$ cat src/rtl/sbx_pkg.sv
package sbx_pkg;
  localparam logic [7:0] STAT_DONE = 8'h93;
  localparam logic [7:0] INTR_DONE = 8'h10;
  localparam logic [7:0] SEQ_DONE  = 8'h00;
  typedef enum logic {S_IDLE, S_RUN} run_e;
endpackage

$ cat src/rtl/sbx_ctrl.sv
module sbx_ctrl
  import sbx_pkg::*;
#(
  parameter int AW    = 32,
  parameter int LEN_W = 16
) (
  input  logic             clk,
  input  logic             rst_n,
  input  logic             start,
  input  logic [LEN_W-1:0] len_in,
  input  logic [AW-1:0]    base_in,
  input  logic             dir_in,
  input  logic             beat_ok,
  input  logic             last,
  output logic             busy,
  output logic             accept,
  output logic             load,
  output logic             finish,
  output logic [LEN_W-1:0] len_q,
  output logic [AW-1:0]    base_q,
  output logic             dir_q
);
  run_e state;
  logic zero_len;

  assign zero_len = (len_in == '0);
  assign accept   = start && (state == S_IDLE);
  assign load     = accept && !zero_len;
  assign finish   = (accept && zero_len) || ((state == S_RUN) && beat_ok && last);
  assign busy     = (state == S_RUN);

  always_ff @(posedge clk or negedge rst_n) begin
    if (!rst_n) begin
      state  <= S_IDLE;
      len_q  <= '0;
      base_q <= '0;
      dir_q  <= 1'b0;
    end else if (load) begin
      state  <= S_RUN;
      len_q  <= len_in;
      base_q <= base_in;
      dir_q  <= dir_in;
    end else if (finish) begin
      state  <= S_IDLE;
    end
  end
endmodule

$ cat src/rtl/sbx_index_ctr.sv
module sbx_index_ctr #(
  parameter int AW    = 32,
  parameter int LEN_W = 16
) (
  input  logic             clk,
  input  logic             rst_n,
  input  logic             clear,
  input  logic             step,
  input  logic [LEN_W-1:0] len_q,
  input  logic [AW-1:0]    base_q,
  output logic [LEN_W-1:0] idx,
  output logic [AW-1:0]    addr,
  output logic             last
);
  localparam int PAD = AW - LEN_W;

  assign addr = base_q + {{PAD{1'b0}}, idx};
  assign last = (idx == (len_q - LEN_W'(1)));

  always_ff @(posedge clk or negedge rst_n) begin
    if (!rst_n)     idx <= '0;
    else if (clear) idx <= '0;
    else if (step)  idx <= idx + LEN_W'(1);
  end
endmodule

$ cat src/rtl/sbx_status.sv
module sbx_status
  import sbx_pkg::*;
(
  input  logic       clk,
  input  logic       rst_n,
  input  logic       accept,
  input  logic       finish,
  input  logic       irq_ack,
  output logic       irq,
  output logic       done,
  output logic [7:0] stat,
  output logic [7:0] intr,
  output logic [7:0] seq
);
  always_ff @(posedge clk or negedge rst_n) begin
    if (!rst_n) begin
      irq  <= 1'b0;
      done <= 1'b0;
      stat <= 8'h00;
      intr <= 8'h00;
      seq  <= 8'h00;
    end else begin
      if (finish) begin
        irq  <= 1'b1;
        done <= 1'b1;
        stat <= STAT_DONE;
        intr <= INTR_DONE;
        seq  <= SEQ_DONE;
      end else begin
        if (irq_ack) irq  <= 1'b0;
        if (accept)  done <= 1'b0;
      end
    end
  end
endmodule

$ cat src/rtl/sbx_dma_engine.sv
module sbx_dma_engine #(
  parameter int AW    = 32,
  parameter int LEN_W = 16
) (
  input  logic             clk,
  input  logic             rst_n,
  input  logic             start,
  input  logic [LEN_W-1:0] xfer_len,
  input  logic             to_mem,
  input  logic [AW-1:0]    dma_base,
  input  logic             irq_ack,
  output logic             mem_req_valid,
  input  logic             mem_req_ready,
  output logic             mem_req_write,
  output logic [AW-1:0]    mem_req_addr,
  output logic [7:0]       mem_req_wdata,
  input  logic [7:0]       mem_rdata,
  output logic [LEN_W-1:0] buf_addr,
  input  logic [7:0]       buf_rdata,
  output logic             buf_we,
  output logic [7:0]       buf_wdata,
  output logic             busy,
  output logic             irq,
  output logic             dma_done,
  output logic [7:0]       stat_o,
  output logic [7:0]       intr_o,
  output logic [7:0]       seq_o
);
  logic             accept, load, finish, last, beat_ok, dir_q;
  logic [LEN_W-1:0] len_q, idx;
  logic [AW-1:0]    base_q;

  assign beat_ok = busy && mem_req_ready;

  sbx_ctrl #(.AW(AW), .LEN_W(LEN_W)) u_ctrl (
    .clk(clk), .rst_n(rst_n), .start(start), .len_in(xfer_len),
    .base_in(dma_base), .dir_in(to_mem), .beat_ok(beat_ok), .last(last),
    .busy(busy), .accept(accept), .load(load), .finish(finish),
    .len_q(len_q), .base_q(base_q), .dir_q(dir_q)
  );

  sbx_index_ctr #(.AW(AW), .LEN_W(LEN_W)) u_idx (
    .clk(clk), .rst_n(rst_n), .clear(load), .step(beat_ok),
    .len_q(len_q), .base_q(base_q), .idx(idx), .addr(mem_req_addr), .last(last)
  );

  sbx_status u_stat (
    .clk(clk), .rst_n(rst_n), .accept(accept), .finish(finish),
    .irq_ack(irq_ack), .irq(irq), .done(dma_done),
    .stat(stat_o), .intr(intr_o), .seq(seq_o)
  );

  assign mem_req_valid = busy;
  assign mem_req_write = dir_q;
  assign mem_req_wdata = buf_rdata;
  assign buf_addr      = idx;
  assign buf_we        = beat_ok && !dir_q;
  assign buf_wdata     = mem_rdata;
endmodule

$ cat config.mk
export PLATFORM = sky130hd
export DESIGN_NAME = sbx_dma_engine
export DESIGN_NICKNAME = d
export VERILOG_FILES = /design/src/rtl/sbx_pkg.sv /design/src/rtl/sbx_ctrl.sv /design/src/rtl/sbx_index_ctr.sv /design/src/rtl/sbx_status.sv /design/src/rtl/sbx_dma_engine.sv
export SDC_FILE = /design/constraint.sdc
export NUM_CORES = 1
export LEC_CHECK = 0
export BUFFER_PORTS_ARGS = -buffer_cell sky130_fd_sc_hd__buf_2
export CORE_ASPECT_RATIO = 2
export CORE_MARGIN = 10
export CORE_UTILIZATION = 56
export DETAILED_ROUTE_END_ITERATION = 7
export PLACE_DENSITY = 0.87
export SLEW_MARGIN = 15
export SYNTH_ARGS = -nofsm -noshare
export SYNTH_HDL_FRONTEND = slang
export SYNTH_HIERARCHICAL = 1
export SYNTH_SLANG_ARGS = --single-unit
$ cat constraint.sdc
create_clock -name clk -period 5.91 [get_ports clk]
set_input_delay 1.182 -clock clk [delete_from_list [all_inputs] [get_ports clk]]
set_output_delay 1.182 -clock clk [all_outputs]
set_load 0.005 [all_outputs]
# ---- Yosys cells after proc, flatten, opt, wreduce, memory -nomap -nowiden
# Index checks and enable logic that the tools add are counted.
dict set report totals {
  reg_bits 70
  elab_cells 37
  output_inout_bits 94
  inputBits 70
}
dict set report op_classes {
  mux 8
  n_bitwise 1
  add_sub_neg 3
  eq_ne 1
  reduce_logical 15
}
# operator count
set op_table {}
lappend op_table {{adder 32 x 16 -> 32 bit} 1}
lappend op_table {{2-to-1 mux 16 bit} 2}
lappend op_table {{adder 16 x 1 -> 16 bit, second input constant} 1}
lappend op_table {{equality test 16 bit} 1}
lappend op_table {{zero test 16 bit} 1}
lappend op_table {{subtractor 16 x 1 -> 16 bit, second input constant} 1}
lappend op_table {{nonzero test 2 bit} 4}
lappend op_table {{logical AND 1 bit} 7}
lappend op_table {{2-to-1 mux 1 bit} 6}
lappend op_table {{zero test 1 bit} 2}
lappend op_table {{logical OR 1 bit} 1}
lappend op_table {{NOT 1 bit} 1}

# ---- Longest topological paths before layout
# Gate-level depths: netlist of the first run.
dict set report depth {
  word_depth 6
  ltp_mapped 11
  mapped_depth_nobuf 11
}

# ---- By module
# Netlist of the first run, hierarchy kept.
# mod area_per_inst_um2 n_inst cells_per_inst seq_area_each_um2
set modules_own_cells {}
lappend modules_own_cells {sbx_index_ctr 2354.8 1 301 400.4}
lappend modules_own_cells {sbx_ctrl 2118.3 1 116 1251.2}
lappend modules_own_cells {sbx_status 282.8 1 32 75.1}
lappend modules_own_cells {sbx_dma_engine 142.6 1 19 0.0}

# ---- Least setup slack after synthesis of the first run
# No wires, ideal clock.
dict set report synth_timing {
  kind {register to output}
  start {reg u_idx.idx[0]}
  end {out mem_req_addr[14]}
  path_slack_ns 2.589
  required_ns 4.728
  stages_incl_launch_ff 9
  path_buffers 0
  arrival_time_ns 2.139
  cell_sequence {dfrtp_1 -> ha_1 -> fa_1 -> a21oi_1 -> o21ai_0 -> a21boi_1 -> o21bai_1 -> a311oi_1 -> xnor2_1}
}
dict set report synth_between {
  elab_chain_len 1
}
# item line_no
set synth_lines {}
lappend synth_lines {{start, declared} sbx_index_ctr.sv:11} ;# output logic [LEN_W-1:0] idx,
lappend synth_lines {{start signal, assigned} sbx_index_ctr.sv:23} ;# else if (step) idx <= idx + LEN_W'(1);
lappend synth_lines {{adder 32 x 16 -> 32 bit} sbx_index_ctr.sv:17} ;# assign addr = base_q + {{PAD{1'b0}}, idx};
lappend synth_lines {{end, declared} sbx_dma_engine.sv:15} ;# output logic [AW-1:0] mem_req_addr,
# Every way passes these cells.

# ---- Final worst setup path of the first run
dict set report layout_timing {
  start {reg u_idx.idx[0]}
  end {out mem_req_addr[18]}
}
# The elaborated chain is that of the path after synthesis.

==> flow_results.org, run 1 <==
** Timing
- Transition time of the tightest slew-check pin :: 1.09 ns
- Worst clock skew :: 0.00480 ns
- Setup violations, final :: 0
- Fmax :: 0.240 GHz
- Setup TNS :: 0 ns
- Final period util :: 0.705
- In this run the tightest slew margin relative to its limit is 0.274.
- Setup repair after global routing left no endpoint under its margin.
- The routed design could run at a clock period as short as ~4.2 ns.
- The number of pins with negative max-slew slack in the final report came to 0.
- The hold violation total from the final report came to 0.

** Floorplan
- After floorplanning, the core was divided into 48 placement rows.
- The initial utilization of the core area, before any placement, comes to 0.570.
- The floorplan step defined a die boundary enclosing around 13,000 sq um.
- Die Height :: 152 microns
- Measured along the x axis, the die boundary spans about 86 microns.
- I/O pins :: 164
- Core footprint :: about 8600 sq um

** Clocking
- Clock transition at path regs :: 0.06 ns
- Clk sinks :: 69
- Number of gates given a new drive strength after cts :: 0
- No sink is reached through more buffers than the 2 on the longest clock path.
- Number of H-tree branching levels :: 3
- TritonCTS built the clock tree.
- CTS buffer count :: 9
- Root Buffer Master :: clkbuf_16
- Hold_buf cts :: 0
- Post-CTS Setup Inserts :: 0
- Worst skew pair latency :: 0.33 ns

** Final layout
- Total number of nets in the final design :: 649
- Layout cells sized above 1 :: 0.342
- Number of inserted diodes :: 0
- P&R area growth vs syn :: 14.1%
- Final non-filler cell area :: between 5000 and 6000 sq um

** Yosys
- The synthesized design spends more area on one cell type than any other, namely dfrtp_1.
- Of the post-synthesis cell area, the dominant cell type holds 0.352.
- Number of library cell types mapped by synthesis :: 59
- In the synthesized netlist the dominant register cell turns out to be dfrtp_1.
- Async set-or-reset flop fraction in the synthesized netlist :: 1.00
- Count of warnings emitted by yosys :: 6
- Area of the mapped netlist :: 4900 sq um
- Gate count of the mapped netlist :: between 400 and 500
- Of the synthesized area, sequential elements account for 0.352.
- Post-synthesis register bit count :: 69
- Number of enable-type register cells in the synthesized netlist :: 0
- Ranked by total cell area, the synthesized netlist is headed by dfrtp_1 35%, mux2_4 15%, buf_4 6.1%.
- Dividing the synthesized area by the synthesized cell count gives roughly 10 sq um.

** Global route
- Global-route congestion overflow total :: 0
- Global-route wire length before repair :: 21,100 microns
- Pin count of the biggest net entering global routing :: 70
- Across every metal layer, demand over resource in global routing totals 0.199.
- The number of antenna violations at the first check in global routing is 0.
- Number of global-route vias before repair :: 4,198

** Detailed routing
- The detail route stage leaves a number of antenna-violating nets equal to 0.
- In the final routed layout, each cell accounts on average for ~20 microns.
- Detailed-route DRC error count :: 0
- The routed design has 13,300 microns of wire.
- Dividing the detail-routed via count by the number of cells gives 5.83.
- The routed layout has 3,878 vias.
- Drt first-iter violations :: ~140
- The pre-antenna-repair detailed-routing pass consisted of 5 iterations.

** Power and ir drop
- IR Drop Worst-Case VDD :: 0.249 mV
- Leakage power figure :: 2.69 nW
- Cell Pwr Density :: 412 nW/um^2

** Placement
- At the end of routability-driven placement, the weighted congestion stood at 0.831.
- During placement, the flow inserted port buffers numbering 112.
- In this run the cell area measured after placement is 5290 sq um.
- HPWL after detailed placement :: roughly 10,000 microns

** Worst setup path
- Data arrival time of the worst path :: approximately 3 ns
- For flop-to-flop paths, the worst setup slack is 2.77 ns.
- Along the worst path, the maximum fanout reaches 6.
- Category of the critical setup timing path :: reg2out
- STA classifies the critical path endpoint as an output port.
- The startpoint identified for the worst register-to-register timing path is u_ctrl/busy$_DFFE_PN0P_.
- STA puts the critical path data required time at 4.73 ns.
- In this run the critical register-to-register path is captured at u_idx/idx[15]$_DFFE_PN0P_.
- STA classifies the critical path startpoint as a register.
- The worst register-to-register path has a depth of 9.

** Hold path
- The startpoint identified for the worst hold timing path is u_stat/done$_DFFE_PN0P_.
- Counting instances, the worst hold path has a depth of 1.
- Hold Path End :: u_stat/done$_DFFE_PN0P_
- Worst hold-check path type :: reg2reg

** Status
- The run finished with clean final reports.

** Run
- The tool flagged a number of max-cap violations equal to 0.
worst max-delay path: stages, from the launching register on:
cell and delay (ns):
dfrtp_1 0.47, ha_1 0.26, fa_1 0.41, a21oi_1 0.22, o21ai_0 0.16, a21boi_1 0.37
o211ai_1 0.29, nand3_1 0.21, xnor2_1 0.13, buf_2 0.13
worst max-delay path by stage:
| stage | from | end | slack [ns] |
|---|---|---|---|
| 2_1_floorplan | u_idx/idx[0]$_DFFE_PN0P_ | mem_req_addr[14] | 2.59 |
| 3_3_place_gp | xfer_len[12] | u_idx/idx[15]$_DFFE_PN0P_ | 2.08 |
| 3_5_place_dp | xfer_len[12] | u_idx/idx[15]$_DFFE_PN0P_ | 1.97 |
| 4_1_cts | u_idx/idx[0]$_DFFE_PN0P_ | mem_req_addr[18] | 1.69 |
| 5_1_grt | u_idx/idx[0]$_DFFE_PN0P_ | mem_req_addr[14] | 1.51 |
| 6_report | u_idx/idx[0]$_DFFE_PN0P_ | mem_req_addr[18] | 1.74 |
flip-flops by register name (all words and copies together), names as in the netlist:
signal / flops
u_ctrl/base_q: 32
u_ctrl/busy: 1
u_ctrl/dir_q: 1
u_ctrl/len_q: 16
u_idx/idx: 16
u_stat/done: 1
u_stat/intr: 1
u_stat/irq: 1
synthesized netlist by cell type (6+ instances only):
cell,instances
a211oi_1,7
a21oi_1,23
buf_4,40
buf_6,6
dfrtp_1,69
ha_1,18
inv_1,13
mux2_4,48
nand2_1,27
nand3_1,16
nand4_1,7
nor2_1,28
nor3_1,6
o21ai_0,16
or3_1,8
xnor2_1,33
xor2_1,26
logic make-up after synthesis:
| logic type | synth area share |
|---|---|
| buffers and inverters | 0.0889 |
| muxes | 0.156 |
| xor gates and xnor gates | 0.105 |
| and+or+nand+nor | 0.144 |
| AOI/OAI and AO/OA | 0.103 |
| other | 0.000766 |
| DFF | 0.352 |
| adders and majority gates | 0.0501 |
per-stage QoR:
step | worst slack, ns | hold slack, ns | instances | utilization | power (W)
after floorplan | 2.59 | 0.481 | 486 | - | 0.00144
after global placement | 2.08 | 0.463 | 649 | 0.616 | 0.00172
after detailed placement | 1.97 | 0.480 | 649 | 0.616 | 0.00177
after CTS | 1.69 | 0.503 | 665 | 0.651 | 0.00232
after global routing | 1.51 | 0.528 | 665 | 0.651 | 0.00245
final | 1.74 | 0.498 | 665 | 0.651 | 0.00230
final cells by class:
| type | count | area (sq um) |
|---|---|---|
| flip-flops and latches | 69 | 1730 |
| repair buffers | 114 | 576 |
| fillers | 691 | 3000 |
| clock buffers | 14 | 284 |
| inverters | 13 | 48.8 |
| well taps | 100 | 125 |
| multi-input cells | 353 | 2820 |
| clock inverters | 2 | 15.0 |
per-layer routing:
| layer | up-vias | routed length, microns | part of all wire | global-route usage |
|---|---|---|---|---|
| met5 | - | 0 | 0 | 0 |
| met1 | 1880 | 4570 | 0.34 | 0.188 |
| met3 | 44 | 990 | 0.074 | 0.0610 |
| met2 | 176 | 7350 | 0.55 | 0.369 |
| li1 | 1778 | - | - | - |
| met4 | 0 | 427 | 0.032 | 0.0899 |
layout by cell type, fill, tap and decap left out, types with 3 or more instances in the layout:
cell type / instances
nor2_1: 28
xor2_1: 26
o21a_1: 3
nor4_1: 4
nand2b_1: 4
mux2_4: 48
o211ai_1: 3
dfrtp_1: 69
ha_1: 18
conb_1: 19
nand4_1: 7
buf_2: 112
a211oi_1: 7
clkbuf_16: 9
nor3_1: 6
clkbuf_8: 4
and3_1: 5
nand2_1: 27
a21o_1: 5
o21ai_0: 16
mux2i_1: 3
nand3_1: 16
a31oi_1: 3
inv_1: 13
a21oi_1: 23
xnor2_1: 33
or3_1: 8
power by group:
part	leakage [nW]	internal, W	switching [W]
sequential	0.843	0.000615	0.000191
clock	0.141	0.000330	0.000197
combinational	1.70	0.000513	0.000457
total	2.69	0.00146	0.000845
Note: power is estimated with default switching activity, not from simulation.
==> inputs of run 2 (changes only) <==
--- a/config.mk
+++ b/config.mk
@@ -8,9 +8,9 @@
 export BUFFER_PORTS_ARGS = -buffer_cell sky130_fd_sc_hd__buf_2
 export CORE_ASPECT_RATIO = 2
 export CORE_MARGIN = 10
-export CORE_UTILIZATION = 56
+export CORE_UTILIZATION = 52
 export DETAILED_ROUTE_END_ITERATION = 7
-export PLACE_DENSITY = 0.87
+export PLACE_DENSITY = 0.82
 export SLEW_MARGIN = 15
 export SYNTH_ARGS = -nofsm -noshare
 export SYNTH_HDL_FRONTEND = slang
==> constraint.sdc (replaced) <==
create_clock -name clk -period 4.04 [get_ports clk]
set_input_delay 0.808 -clock clk [delete_from_list [all_inputs] [get_ports clk]]
set_output_delay 0.808 -clock clk [all_outputs]
set_load 0.005 [all_outputs]
==> flow_results.org, run 2 (synthesis results as in run 1) <==
** Status
- The flow ran to the end, and the final reports show no timing, DRC or antenna violations.

** Detailed routing
- Average wire per standard cell :: 18.7 microns
- The count of nets left with antenna violations once routing finished came out at 0.
- The final route contains 3,774 vias.
- Met2 routed WL :: 7040 microns
- Summed over all layers, the routed wires come to 12,500 microns.
- Using the TritonRoute via totals, the vias-per-cell ratio works out to 5.64.
- DR top layer :: met4
- Detailed-router iteration count before antenna repair :: 4
- In the detailed route, the total length drawn on met3 is 853 microns.
- Detailed-route wire length on metal 1 :: between 4000 and 5000 microns
- Detailed-route DRC error count :: 0
- For this block, the initial DRC count from the detailed router was 196.

** Worst setup path
- Max FO, Critical Path :: 6
- Category of the critical setup timing path :: reg2out
- The worst setup path is launched from a register.
- For this run, the slowest stage of the critical path takes roughly 0.45 ns.
- Traced cell by cell, the critical path runs through ha_1 -> fa_1 -> a21oi_1 -> o21ai_0 -> a21boi_1 -> o21bai_1 -> a311oi_1 -> xnor2_1 -> buf_2.
- The worst setup path is captured at an output port.
- At the worst endpoint, the arrival time is 2.94 ns.
- At the worst endpoint, the required time is ~3.2 ns.
- On the critical path, the stage with the largest delay is an instance of dfrtp_1.
- FF-to-FF path depth :: 8

** Clocking
- For this design, the sink count on the clock tree is 69.
- Number of gates given a new drive strength after cts :: 0
- CTS buffer count :: 9
- In this run the post-CTS setup repair buffer count came out at 0.
- CTS built an H-tree with a depth of 3.
- Root Buffer Master :: clkbuf_16
- Hold repair after CTS inserted 0 buffers.
- Clock-pin slew was measured on the worst setup and hold paths at around 0.06 ns.
- Worst skew pair latency :: ~0.33 ns
- Number of buffers on the longest clock path :: 2
- TritonCTS clock tree :: built

** Final layout
- Total number of nets in the final design :: 649
- Compared with the post-synthesis result, the final layout area differs by 14.6%.
- After filler insertion, the fill cell instance count of the layout stands at around 800.
- Leaving out fill and tap cells, the most frequent cell in the layout is buf_2.
- Final non-filler cell area :: approximately 5600 sq um
- Number of inserted diodes :: 0
- Largest register FFs :: 32
- Largest reg by FF count :: u_ctrl/base_q
- Of the cells placed in the final design, the portion with a size suffix greater than 1 is 0.342.
- Most frequent cells in the layout :: 112 x buf_2, 69 x dfrtp_1, 48 x mux2_4
- Largest regs :: u_ctrl/base_q x32, u_ctrl/len_q x16, u_idx/idx x16

** Global route
- Global-route congestion overflow total :: 0
- Pin count of the biggest net entering global routing :: 67
- Global-route wire length before repair :: between 15,000 and 20,000 microns
- The number of antenna violations at the first check in global routing was 0.
- Number of global-route vias before repair :: 3,958
- For this run, the total global-route usage over all layers was measured as 0.178.

** Timing
- Setup repair after global routing left no endpoint under its margin.
- Number of failing hold endpoints at the final stage :: 0
- Headroom to the max-slew limit came out at 0.283.
- Across the routed clock network, the largest skew measured is 0.00878 ns.
- Setup violations remaining at the end of the flow were counted as 0.
- Transition time of the tightest slew-check pin :: between 1 and 1.5 ns
- Crit path time final :: roughly 3.8 ns
- Fmax :: 0.267 GHz
- Dividing the final minimum period by the clock period gives 0.928.
- Setup TNS :: 0 ns
- Max-slew violations :: 0

** Floorplan
- Die Height :: 157 microns
- Row generation in the floorplan step produced 50 rows.
- I/O pins :: 164
- The die covers 13,900 sq um.
- Measured along the x axis, the die boundary spans 88.6 microns.
- Core footprint :: 9260 sq um
- For this configuration, the core starts out at a cell density of 0.529.

** Hold path
- The path class of the tightest hold or removal check is in2async.

** Placement
- At the end of routability-driven placement, the weighted congestion stood at 0.917.
- Total placed instance area :: 5300 sq um
- The HPWL after detailed placement is 9710 microns.
- Input and output buffers added on the ports amount to ~110.

** Power and ir drop
- The analysis attributes to cell leakage a power of 2.70 nW.
- Cell Pwr Density :: 604 nW/um^2
- VDD sags by at most 0.481 mV.

** Run
- Max-cap violations :: 0
-- run 2: metal layers --
| layer | vias up | track usage |
|---|---|---|
| met5 | - | 0 |
| met4 | 0 | 0.0945 |
| met3 | 35 | 0.0507 |
| met2 | 117 | 0.330 |
| met1 | 1840 | 0.167 |
| li1 | 1782 | - |
-- run 2: critical path: cells and delay by family, from the launching register on --
| kind | cells | cell delay (ns) |
|---|---|---|
| compound gates | 5 | 1.19 |
| fa+ha+maj | 2 | 0.67 |
| flops | 1 | 0.45 |
| xor+xnor | 1 | 0.16 |
| buf+inv | 1 | 0.13 |
-- run 2: power by group --
| part | internal [W] | switching (W) |
|---|---|---|
| Combinational | 0.000745 | 0.000634 |
| Sequential | 0.000900 | 0.000281 |
| Clock | 0.000540 | 0.000293 |
-- run 2: final timing paths --
kind | from | end | slack, ns
setup / recovery | u_idx/idx[0]$_DFFE_PN0P_ | mem_req_addr[14] | 0.29
hold / removal | rst_n | u_ctrl/base_q[25]$_DFFE_PN0P_ | 0.45
max in group asynchronous | rst_n | u_ctrl/len_q[15]$_DFFE_PN0P_ | 2.59
min in group clk | u_stat/irq$_DFFE_PN0P_ | u_stat/irq$_DFFE_PN0P_ | 0.48
hold reg to reg | u_stat/irq$_DFFE_PN0P_ | u_stat/irq$_DFFE_PN0P_ | 0.48
setup reg to reg | u_ctrl/len_q[4]$_DFFE_PN0P_ | u_stat/intr[4]$_DFFE_PN0P_ | 1.14
-- run 2: per-stage QoR --
| step | std cells | worst slack, ns | total power (W) | utilization | hold WS (ns) |
|---|---|---|---|---|---|
| after floorplan | 486 | 1.09 | 0.00211 | - | 0.481 |
| after global placement | 653 | 0.759 | 0.00251 | 0.572 | 0.463 |
| after detailed placement | 653 | 0.661 | 0.00256 | 0.572 | 0.473 |
| after CTS | 669 | 0.287 | 0.00342 | 0.606 | 0.466 |
| after global routing | 669 | 0.0978 | 0.00361 | 0.606 | 0.482 |
| final | 669 | 0.290 | 0.00339 | 0.606 | 0.455 |
-- run 2: area by class of cell --
type | instances | area [sq um] | area share
inverters | 13 | 48.8 | 0.00869
repair buffers | 114 | 576 | 0.103
multi-input cells | 353 | 2820 | 0.502
well taps | 104 | 130 | 0.0232
clock buffers | 10 | 229 | 0.0408
clock inverters | 6 | 87.6 | 0.0156
flip-flops and latches | 69 | 1730 | 0.308
==> inputs of run 3 (changes only) <==
--- a/config.mk
+++ b/config.mk
@@ -7,7 +7,7 @@
 export LEC_CHECK = 0
 export BUFFER_PORTS_ARGS = -buffer_cell sky130_fd_sc_hd__buf_2
 export CORE_ASPECT_RATIO = 2
-export CORE_MARGIN = 10
+export CORE_MARGIN = 5
 export CORE_UTILIZATION = 52
 export DETAILED_ROUTE_END_ITERATION = 7
 export PLACE_DENSITY = 0.82
==> flow_results.org, run 3 (synthesis results as in run 1) <==
** Worst setup path
- Type of origin of the critical path :: register
- Destination of the worst register-to-register timing path :: u_stat/intr[4]$_DFFE_PN0P_
- For the worst flop-to-flop path, the logic depth is 8.
- Worst Path Buf+Inv :: 1
- For this design, the slowest cell found on the critical path is dfrtp_1.
- Data arrival time of the worst path :: 2.99 ns
- In this run the critical register-to-register path is launched from u_ctrl/len_q[4]$_DFFE_PN0P_.
- The critical path goes through ha_1 -> fa_1 -> a21oi_1 -> o21ai_0 -> a21boi_1 -> o21bai_1 -> a311oi_1 -> xnor2_1 -> buf_2.
- Capturing element type of the critical path :: output port
- Required time of the worst setup path :: 3.23 ns
- Max FO, Critical Path :: 6
- The kind of cell with the highest combined delay along the critical path is compound AO/OA/AOI/OAI gates.
- Worst stage delay on the critical path :: 0.45 ns
- The critical path in this run is classified as reg2out.
- Minimum setup slack among reg-to-reg paths :: 1.15 ns

** Detailed routing
- The first routing iteration left roughly 200 violations.
- In the final routed layout, each cell accounts on average for 17.7 microns.
- The routed design has 11,800 microns of wire.
- In the routed design, unresolved DRC markers number 0.
- Number of vias per cell :: 5.67
- Post-detailed-route count of antenna-violating nets :: 0
- Detailed-router iteration count before antenna repair :: 4
- Summing over every cut layer, the via total after detailed routing is about 3,800.

** Power and ir drop
- In this run the power density over the cells is 584 nW/um^2.
- Post-layout power :: 0.00325 W
- IR Drop Worst-Case VDD :: roughly 0.46 mV
- In this run the static leakage power is roughly 2.7 nW.

** Floorplan
- Measured along the y axis, the die boundary spans roughly 150 microns.
- The die is between 70 and 80 microns wide.
- Core footprint :: 9320 sq um
- Starting Density :: 0.526
- Total die area :: around 12,000 sq um
- During I/O placement, the number of pins put on the boundary was 164.
- In this run the core area contains 50 standard-cell rows.

** Final layout
- Multi-input logic area :: 2820 sq um
- In the final design database the tool counted between 600 and 700 nets.
- Total area of sequential cells :: 1730 sq um
- The register with the most flip-flops in the layout has 32 of them.
- After filler insertion, the fill cell instance count of the layout stands at 793.
- Post-layout util :: 0.598
- Non-Filler Instances :: 668
- Layout cells sized above 1 :: 0.340
- Most frequent cells in the layout :: 112 x buf_2, 69 x dfrtp_1, 48 x mux2_4
- P&R area growth vs syn :: 13.7%
- Largest regs :: u_ctrl/base_q x32, u_ctrl/len_q x16, u_idx/idx x16
- u_ctrl/base_q holds more flip-flops than any other register.
- Leading cell type in the layout, fill and taps excluded :: buf_2
- Number of inserted diodes :: 0

** Clocking
- Clk sinks :: roughly 70
- Number of buffers on the longest clock path :: 2
- Clock-pin slew was measured on the worst setup and hold paths at 0.05 ns.
- After clock tree synthesis, the repair step resized 0 gates.
- CTS placed an instance of clkbuf_16 at the clock tree root.
- Hold_buf cts :: 0
- In this run the number of H-tree levels came out at 3.
- Post-CTS Setup Inserts :: 0
- TritonCTS clock tree :: built
- Worst skew pair latency :: 0.33 ns
- Clock tree synthesis inserted a total of 9 buffers.

** Hold path
- Hold Path End :: u_stat/done$_DFFE_PN0P_
- In this run the worst hold path is classified as reg2reg.
- Hold Startpoint :: u_stat/done$_DFFE_PN0P_
- Counting instances, the worst hold path has a depth of 1.

** Timing
- Setup repair after global routing left no endpoint under its margin.
- Dividing the final minimum period by the clock period gives 0.939.
- Based on the critical path, the design can be clocked at up to 0.264 GHz.
- The number of pins with negative max-slew slack in the final report was 0.
- Counting I/O delays and the setup requirement, the final critical path takes 3.79 ns.
- Summed over all failing endpoints, the final setup total negative slack is 0 ns.
- Setup violations, final :: 0
- The hold violation total from the final report was 0.
- Worst clock skew :: around 0.0047 ns
- Transition time of the tightest slew-check pin :: approximately 0.99 ns
- Worst slew slack as a fraction of its limit :: 0.337

** Placement
- Routability-driven placement congestion ratio :: ~0.9
- The count of buffers added on input and output ports is around 110.
- Once detailed placement completed, the half-perimeter wirelength came to around 9000 microns.
- The number of placed instances, taps included, is 654.

** Status
- Result of the run :: complete, no violations

** Run
- Max-cap violations in this run came to 0.

** Global route
- Global-route wire length before repair :: 19,400 microns
- Global-route usage over all layers :: 0.213
- Number of global-route vias before repair :: between 4,000 and 5,000
- Global-route congestion overflow total :: 0
- The number of antenna violations at the first check in global routing is 0.
- Pin count of the biggest net entering global routing :: between 50 and 60
run 3: worst max-delay path by stage:
stage                                   from          endpoint  slack [ns]  depth (start not counted)
CTS                 u_idx/idx[0]$_DFFE_PN0P_  mem_req_addr[14]        0.26                          9
detailed placement  u_idx/idx[0]$_DFFE_PN0P_  mem_req_addr[14]        0.63                          9
finish              u_idx/idx[0]$_DFFE_PN0P_  mem_req_addr[14]        0.25                          9
global route        u_idx/idx[0]$_DFFE_PN0P_  mem_req_addr[14]        0.05                          9
global placement    u_idx/idx[0]$_DFFE_PN0P_  mem_req_addr[14]        0.76                          9
floorplan           u_idx/idx[0]$_DFFE_PN0P_  mem_req_addr[14]        1.09                          8
run 3: area by class of cell:
cell class              instances  area share
repair buffers                115       0.105
clock buffers                  12      0.0460
clock inverters                 2     0.00180
multi-input cells             353       0.505
flip-flops and latches         69       0.310
well taps                     104      0.0234
inverters                      13     0.00876
run 3: stage by stage:
stage          setup WS [ns]  instance area (sq um)  hold slack, ns
6_report               0.246                   5570           0.485
3_5_place_dp           0.628                   5300           0.473
5_1_grt               0.0533                   5570           0.498
2_1_floorplan           1.09                   4970           0.481
3_3_place_gp           0.762                   5300           0.465
4_1_cts                0.260                   5570           0.485
run 3: layer usage:
layer	GRT usage	vias to the layer above	wire length [microns]
met5	0	-	0
met4	0.111	0	347
met3	0.0454	33	608
met2	0.386	124	6540
met1	0.224	1848	4340
li1	-	1784	-
run 3: power by group:
group          switching, W  internal, W  total (W)
Sequential         0.000287     0.000901    0.00119
Combinational      0.000615     0.000744    0.00136
Clock              0.000269     0.000439   0.000708
